--- src/rtl/seg_rst_sync.sv ---
module seg_rst_sync #(
  parameter int STAGES = 2
) (
  input  logic clk,
  input  logic rst_n,
  output logic rst_sync_n
);
  logic [STAGES-1:0] sync_q;

  always_ff @(posedge clk or negedge rst_n) begin
    if (!rst_n) sync_q <= '0;
    else        sync_q <= {sync_q[STAGES-2:0], 1'b1};
  end

  assign rst_sync_n = sync_q[STAGES-1];
endmodule

--- src/rtl/seg_regfile.sv ---
module seg_regfile #(
  parameter int SEG_W    = 16,
  parameter int NUM_SEGS = 4,
  localparam int SEL_W   = $clog2(NUM_SEGS)
) (
  input  logic             clk,
  input  logic             rst_n,
  input  logic             wr_en,
  input  logic [SEL_W-1:0] wr_sel,
  input  logic [SEG_W-1:0] wr_data,
  input  logic [SEL_W-1:0] rd_sel,
  output logic [SEG_W-1:0] rd_data
);
  logic [SEG_W-1:0] seg_q [NUM_SEGS];
  logic [SEG_W-1:0] seg_d [NUM_SEGS];

  for (genvar g = 0; g < NUM_SEGS; g++) begin : g_seg
    logic load;
    always_comb begin
      load     = wr_en && (wr_sel == SEL_W'(g));
      seg_d[g] = load ? wr_data : seg_q[g];
    end

    always_ff @(posedge clk or negedge rst_n) begin
      if (!rst_n) seg_q[g] <= '0;
      else        seg_q[g] <= seg_d[g];
    end
  end

  // read uses the current register value, so a same-cycle write is not seen
  assign rd_data = seg_q[rd_sel];
endmodule

--- src/rtl/seg_addr_adder.sv ---
module seg_addr_adder #(
  parameter int SEG_W  = 16,
  parameter int OFF_W  = 16,
  parameter int SHIFT  = 4,
  localparam int PA_W  = SEG_W + SHIFT
) (
  input  logic [SEG_W-1:0] seg,
  input  logic [OFF_W-1:0] off,
  output logic [PA_W-1:0]  addr,
  output logic             wrap
);
  logic [PA_W:0] base_ext;
  logic [PA_W:0] off_ext;
  logic [PA_W:0] sum;

  always_comb begin
    base_ext = {1'b0, seg, {SHIFT{1'b0}}};
    off_ext  = {{(PA_W + 1 - OFF_W){1'b0}}, off};
    sum      = base_ext + off_ext;
    addr     = sum[PA_W-1:0];
    wrap     = sum[PA_W];
  end
endmodule

--- src/rtl/seg_ad_mux.sv ---
module seg_ad_mux #(
  parameter int AD_W = 16,
  parameter int PA_W = 20
) (
  input  logic            phase_addr,
  input  logic [PA_W-1:0] pa,
  input  logic [AD_W-1:0] dout,
  output logic            ale,
  output logic [AD_W-1:0] ad
);
  always_comb begin
    ale = phase_addr;
    ad  = phase_addr ? pa[AD_W-1:0] : dout;
  end
endmodule

--- src/rtl/seg_addr_gen.sv ---
module seg_addr_gen #(
  parameter int SEG_W    = 16,
  parameter int OFF_W    = 16,
  parameter int SHIFT    = 4,
  parameter int NUM_SEGS = 4,
  localparam int PA_W    = SEG_W + SHIFT,
  localparam int SEL_W   = $clog2(NUM_SEGS)
) (
  input  logic             clk,
  input  logic             rst_n,
  input  logic             wr_en,
  input  logic [SEL_W-1:0] wr_sel,
  input  logic [SEG_W-1:0] wr_data,
  input  logic             req_valid,
  input  logic [SEL_W-1:0] req_sel,
  input  logic [OFF_W-1:0] req_off,
  input  logic [OFF_W-1:0] bus_dout,
  output logic [PA_W-1:0]  pa,
  output logic             pa_valid,
  output logic             pa_wrap,
  output logic             ale,
  output logic [OFF_W-1:0] ad_bus
);
  logic             rst_sync_n;
  logic [SEG_W-1:0] seg_val;
  logic [PA_W-1:0]  sum_addr;
  logic             sum_wrap;

  logic [PA_W-1:0]  pa_q, pa_d;
  logic             vld_q, vld_d;
  logic             wrap_q, wrap_d;

  seg_rst_sync #(.STAGES(2)) rst_i (
    .clk(clk), .rst_n(rst_n), .rst_sync_n(rst_sync_n)
  );

  seg_regfile #(.SEG_W(SEG_W), .NUM_SEGS(NUM_SEGS)) rf_i (
    .clk(clk), .rst_n(rst_sync_n),
    .wr_en(wr_en), .wr_sel(wr_sel), .wr_data(wr_data),
    .rd_sel(req_sel), .rd_data(seg_val)
  );

  seg_addr_adder #(.SEG_W(SEG_W), .OFF_W(OFF_W), .SHIFT(SHIFT)) add_i (
    .seg(seg_val), .off(req_off), .addr(sum_addr), .wrap(sum_wrap)
  );

  always_comb begin
    vld_d  = req_valid;
    pa_d   = req_valid ? sum_addr : pa_q;
    wrap_d = req_valid ? sum_wrap : wrap_q;
  end

  always_ff @(posedge clk or negedge rst_sync_n) begin
    if (!rst_sync_n) begin
      pa_q   <= '0;
      vld_q  <= 1'b0;
      wrap_q <= 1'b0;
    end else begin
      pa_q   <= pa_d;
      vld_q  <= vld_d;
      wrap_q <= wrap_d;
    end
  end

  seg_ad_mux #(.AD_W(OFF_W), .PA_W(PA_W)) mux_i (
    .phase_addr(vld_q), .pa(pa_q), .dout(bus_dout), .ale(ale), .ad(ad_bus)
  );

  assign pa       = pa_q;
  assign pa_valid = vld_q;
  assign pa_wrap  = wrap_q;
endmodule

--- config.mk ---
export PLATFORM = sky130hd
export DESIGN_NAME = seg_addr_gen
export DESIGN_NICKNAME = d
export VERILOG_FILES = /design/src/rtl/seg_rst_sync.sv /design/src/rtl/seg_regfile.sv /design/src/rtl/seg_addr_adder.sv /design/src/rtl/seg_ad_mux.sv /design/src/rtl/seg_addr_gen.sv
export SDC_FILE = /design/constraint.sdc
export NUM_CORES = 1
export LEC_CHECK = 0
export BUFFER_PORTS_ARGS = -buffer_cell sky130_fd_sc_hd__clkbuf_2
export CORE_MARGIN = 1
export CORE_UTILIZATION = 35
export DETAILED_ROUTE_END_ITERATION = 12
export MAX_ROUTING_LAYER = met4
export PLACE_DENSITY_LB_ADDON = 0.3
export REMOVE_ABC_BUFFERS = 1
export SLEW_MARGIN = 15
export SYNTH_ARGS = -nofsm -noshare
export SYNTH_HDL_FRONTEND = slang
export SYNTH_HIERARCHICAL = 1
export SYNTH_SLANG_ARGS = --single-unit
--- constraint.sdc ---
create_clock -name clk -period 5.4 [get_ports clk]
set_clock_uncertainty 0.2 [all_clocks]
set_input_delay 0 -clock clk [delete_from_list [all_inputs] [get_ports clk]]
set_output_delay 0 -clock clk [all_outputs]
set_load 0.05 [all_outputs]
### Word-level counts from Yosys, hierarchy flattened

Index checks and enable logic that the tools add are counted.

| storage, ports and cells | value |
|---|---|
| output and inout port bits | 39 |
| RAM bits | 0 |
| memories | 0 |
| latch bits | 0 |
| bits in registers | 88 |
| ROM bits | 0 |

| operators by class | value |
|---|---|
| mux-type cells | 4 |
| shift operators | 0 |
| divide/modulo/power cells | 0 |
| $add $sub $neg | 1 |
| equal/unequal tests | 3 |
| bitwise operators | 1 |
| $lt $le $gt $ge | 1 |
| $mul | 0 |
| reductions and logical operators | 5 |

Operators with widths:

| operator | count |
|---|---|
| $mux W16 | 3 |
| $bmux W16 S2 | 1 |
| $add A20 B16 Y21 | 1 |
| $eq A2 B2 Y1 const B | 2 |
| $logic_and A1 B1 Y1 | 4 |
| $ge A3 B3 Y1 const B | 1 |
| $not A2 Y3 | 1 |
| $eq A2 B1 Y1 const B | 1 |
| $logic_not A2 Y1 | 1 |

### Longest topological paths before layout

| logic depth | value |
|---|---|
| word-level depth | 5 |
| mapped depth | 10 |
| gate-level depth less buffers | 9 |

### By module

Netlist, hierarchy kept.

Modules (own cells, without submodules):

| module | cells an instance | instances | sequential area each (µm²) | area an instance (µm²) |
|---|---|---|---|---|
| seg_regfile | 156 | 1 | 1601.5 | 2792.7 |
| seg_addr_gen | 45 | 1 | 550.5 | 884.6 |
| seg_addr_adder | 84 | 1 | 0.0 | 683.2 |
| seg_ad_mux | 19 | 1 | 0.0 | 256.5 |
| seg_rst_sync | 3 | 1 | 50.0 | 53.8 |

### Least setup slack after synthesis

OpenSTA, ideal clock, no wires.

| path | value |
|---|---|
| kind | register -> register |
| start point | reg rf_i/seg_q[0] (netlist name) |
| end point | reg wrap_q (netlist: pa_wrap) |
| arrival | 2.615 ns |
| data required time | 5.075 ns |
| path slack | 2.460 ns |
| cell stages (with the launch flop) | 10 |
| setup time | 0.125 ns |
| cells stage by stage | dfrtp_1 > mux4_2 > ha_1 > fa_1 > a21o_1 > a221oi_2 > o221ai_2 > nor2_2 > and3b_1 > mux2_4 |

| on the way | value |
|---|---|
| cells in the longest elaborated chain, start to end | 4 |

Ends and longest elaborated chain:

| element | line | RTL |
|---|---|---|
| from (decl) | seg_regfile.sv:14 | `logic [SEG_W-1:0] seg_q [NUM_SEGS];` |
| from (signal, indexed assignment) | seg_regfile.sv:26 | `else seg_q[g] <= seg_d[g];` |
| $bmux W16 S2 | seg_regfile.sv:31 | `assign rd_data = seg_q[rd_sel];` |
| $mux W16 (implied by the code) (2 in series) | seg_regfile.sv:31 |  |
| named net seg_val[0] | seg_addr_gen.sv:25 | `logic [SEG_W-1:0] seg_val;` |
| $add A20 B16 Y21 | seg_addr_adder.sv:19 | `sum = base_ext + off_ext;` |
| named net sum_wrap | seg_addr_gen.sv:27 | `logic sum_wrap;` |
| to (signal assigned) | seg_addr_gen.sv:61 | `wrap_q <= wrap_d;` |
| to (decl) | seg_addr_gen.sv:31 | `logic wrap_q, wrap_d;` |

The timed path passes the listed nets, and every way through them passes these cells. The select of a mux whose other input is x is not followed.
A chain may end at the register's enable or synchronous reset.

### Worst setup path after layout

Ends and elaborated chain as after synthesis.

==> results.md <==
* Worst rel slew slack at 32.9%
* Mean Syn Cell Area at 15.2 um2
* Final Max Tran Viols at 0
* Initial Util at 36.4%
* Metal-1 WL at 4240 um
* Share of the yosys chip area belonging to registers at 47.1%
* Final WL at 9270 um
* Crit Path Max Fanout at 3
* Clock Latency Late Sink at 0.33 ns
* WL/cell at 15.5 um
* Yosys warns at 6
* Initial DRC Count at 117
* Final setup fails at 0
* R2R Path End: pa_wrap
* Run status: finished, final reports clean
* Internal cell power at 1.67 mW
* Met2 WL at 4560 um
* Detailed Place HPWL at 6470 um
* Clk buf depth at 2
* Worst Path Class, Setup: reg2reg
* Row cnt at 41
* RSZ-0062 raised after global routing: false
* Hold crit path type: reg2async
* DRC at 0
* Root buffer cell: clkbuf_16
* Clock input transition at the sequential cells of the worst setup and hold paths at 0.07 ns
* Top-Level Pins at 95
* Clk pwr share at 26.3%
* Post-synthesis cell type count at 46
* Setup TNS at 0 ns
* Mapped Cells at 307
* Total power at 2.62 mW
* Global router's overall resource usage at 14.6%
* Total gr overflow at 0
* Pre-Repair DR Iteration Count at 4
* Worst Tran Pin Value at 1.01 ns
* Core area at 12,800 um2
* Startpoint types: flop
* Die area at 13,800 um2
* Die Wd at 118 um
* Synth-to-layout area growth at 24.5%
* Switching share of total power at 36.2%
* Routed Antenna Nets at 0
* First-pass GRT wire length at 15,500 um
* Fmax at 318 MHz
* Routability cong. at 0.826
* Port buffer count at 94
* Max Cap Violations at 0
* Crit path arrival time at 3.16 ns
* Comb pwr share at 38.8%
* Placed Area at 5210 um2
* Synthesized cell area at 4670 um2
* Clk sinks at 88
* Post-placement setup slack at 1.94 ns
* Vias at 2,939
* Worst EP required at 5.41 ns
* Tcrit/Tclk final at 58.3%
* Tmin final at 3.15 ns
* Postcts setup bufs at 0
* Hold_buf cts at 24
* Uppermost layer routed: met4
* Design area at 5820 um2
* Initial antenna violation count at 0
* Setup WS post-layout at 2.25 ns
* Reg power frac at 34.9%
* Number of synthesized flops with an enable pin at 0
* CP endpoint kind: flop
* Vert. Die Dim at 118 um
* Pwr Density at 450 nW/um2
* Layout Nets at 489
* Register bit total from synthesis at 88
* CTS tree: done
* Leak at 2.69 nW
* H-tree level count at 3
* # resized after CTS at 0
* R2r startpoint: rf_i/seg_q[0]
* Max IR drop VDD at 0.173 mV
* NetSw at 0.947 mW
* Setup slack, reg-to-reg at 2.25 ns
* ANT cells at 0
* Primary FF master, synth: dfrtp_1
* CTS Buf Count at 9
* Endpoints failing hold at 0
* Avg Vias per Cell at 4.92
* DR WL met3 at 382 um
* R2R depth at 9
* Vias in the first global route at 3,017
* Layout cells sized above 1 at 56.9%
* Post-synth ARST share at 100%
* Largest net degree at the start of global routing at 87
==> layer usage <==
metal,up-vias,GRT usage (%)
met4,0,4.09
met1,1478,18.5
met2,92,23.7
met3,7,3.15
li1,1362,-
met5,-,-
==> power by group through the flow <==
stage	logic [mW]	clock network [mW]	registers (mW)
detailed placement	0.995	0	0.935
global route	1.08	0.739	0.937
global placement	0.984	0	0.926
finish	1.02	0.689	0.914
floorplan	0.580	0	1.12
CTS	1.01	0.712	0.923
==> worst max-delay path by stage <==
stage | startpoint | end | slack [ns] | cells after the start
global placement | req_sel[0] | pa_wrap | 1.95 | 10
detailed placement | req_sel[0] | pa_wrap | 1.94 | 10
floorplan | rf_i/seg_q[0] | pa_wrap | 2.46 | 9
global route | rf_i/seg_q[16] | pa_wrap | 2.12 | 9
finish | rf_i/seg_q[0] | pa_wrap | 2.25 | 9
CTS | rf_i/seg_q[0] | pa_wrap | 2.24 | 9
==> placed cells by master (no fill, tap or decap), drive strengths merged, types with 2 or more instances in the layout <==
master         n
clkbuf       105
mux2         101
dfrtp         88
dlygate4sd3   24
mux4          16
ha            12
xnor2          9
a21oi          8
nand2          6
a21o           5
xor2           5
nor2           5
and3           4
inv            4
nand3b         4
a211oi         3
nor2b          2
bufinv         2
nand3          2
o211ai         2
==> area by class of cell <==
| cell class | count | area (um2) |
|---|---|---|
| tap | 172 | 215 |
| fill | 1168 | 7010 |
| sequential | 88 | 2210 |
| clock inverter | 5 | 86.3 |
| clock buffer | 11 | 253 |
| inverter | 2 | 7.51 |
| timing repair buffer | 119 | 738 |
| multi-input combinational | 200 | 2310 |
==> cells in the mapped netlist (all sizes together), types with 2 or more instances <==
cell type	n	area (um2)
xor2	5	43.8
nand3	2	15.0
dfrtp	88	2200
a211oi	3	27.5
nor2	5	21.3
mux4	16	360
ha	12	150
nor2b	2	12.5
nand2	6	22.5
inv	2	7.51
and3	4	25.0
nand3b	4	37.5
a21oi	8	43.8
a21o	5	37.5
xnor2	9	78.8
mux2	101	1250
o211ai	2	20.0
buf	15	133
clkbuf	2	17.5
==> critical path: stages, from the launching register on <==
cell and delay (ns):
dfrtp_1 0.37, mux4_2 0.47, ha_1 0.24, fa_1 0.40, a21o_1 0.22, a221oi_2 0.38, o221ai_2 0.18, nor2_2 0.13
and3b_1 0.19, mux2_4 0.25
==> stage by stage <==
step / hold WS (ns) / std cells / utilization, %
4_1_cts: 0.0478 / 596 / 45.1
2_1_floorplan: -0.496 / 290 / -
3_3_place_gp: -0.411 / 556 / 40.6
3_5_place_dp: -0.409 / 556 / 40.6
5_1_grt: 0.0625 / 597 / 45.4
6_report: 0.0447 / 597 / 45.4
==> registers in the layout, indices dropped and copies added (netlist names) <==
register and count:
pa 20, pa_valid 1, rst_i/sync_q 2, rf_i/seg_q 64
pa_wrap 1
==> cell families after synthesis <==
| kind of cell | synth area share [%] |
|---|---|
| buffers and inverters | 3.38 |
| XOR/XNOR | 2.63 |
| AO/OA/AOI/OAI | 4.79 |
| other | 0.0803 |
| flip-flops | 47.1 |
| AND/OR/NAND/NOR | 3.86 |
| multiplexers | 34.5 |
| adder cells (fa/ha/maj) | 3.64 |
No activity file was read; power rests on OpenSTA's default activity.
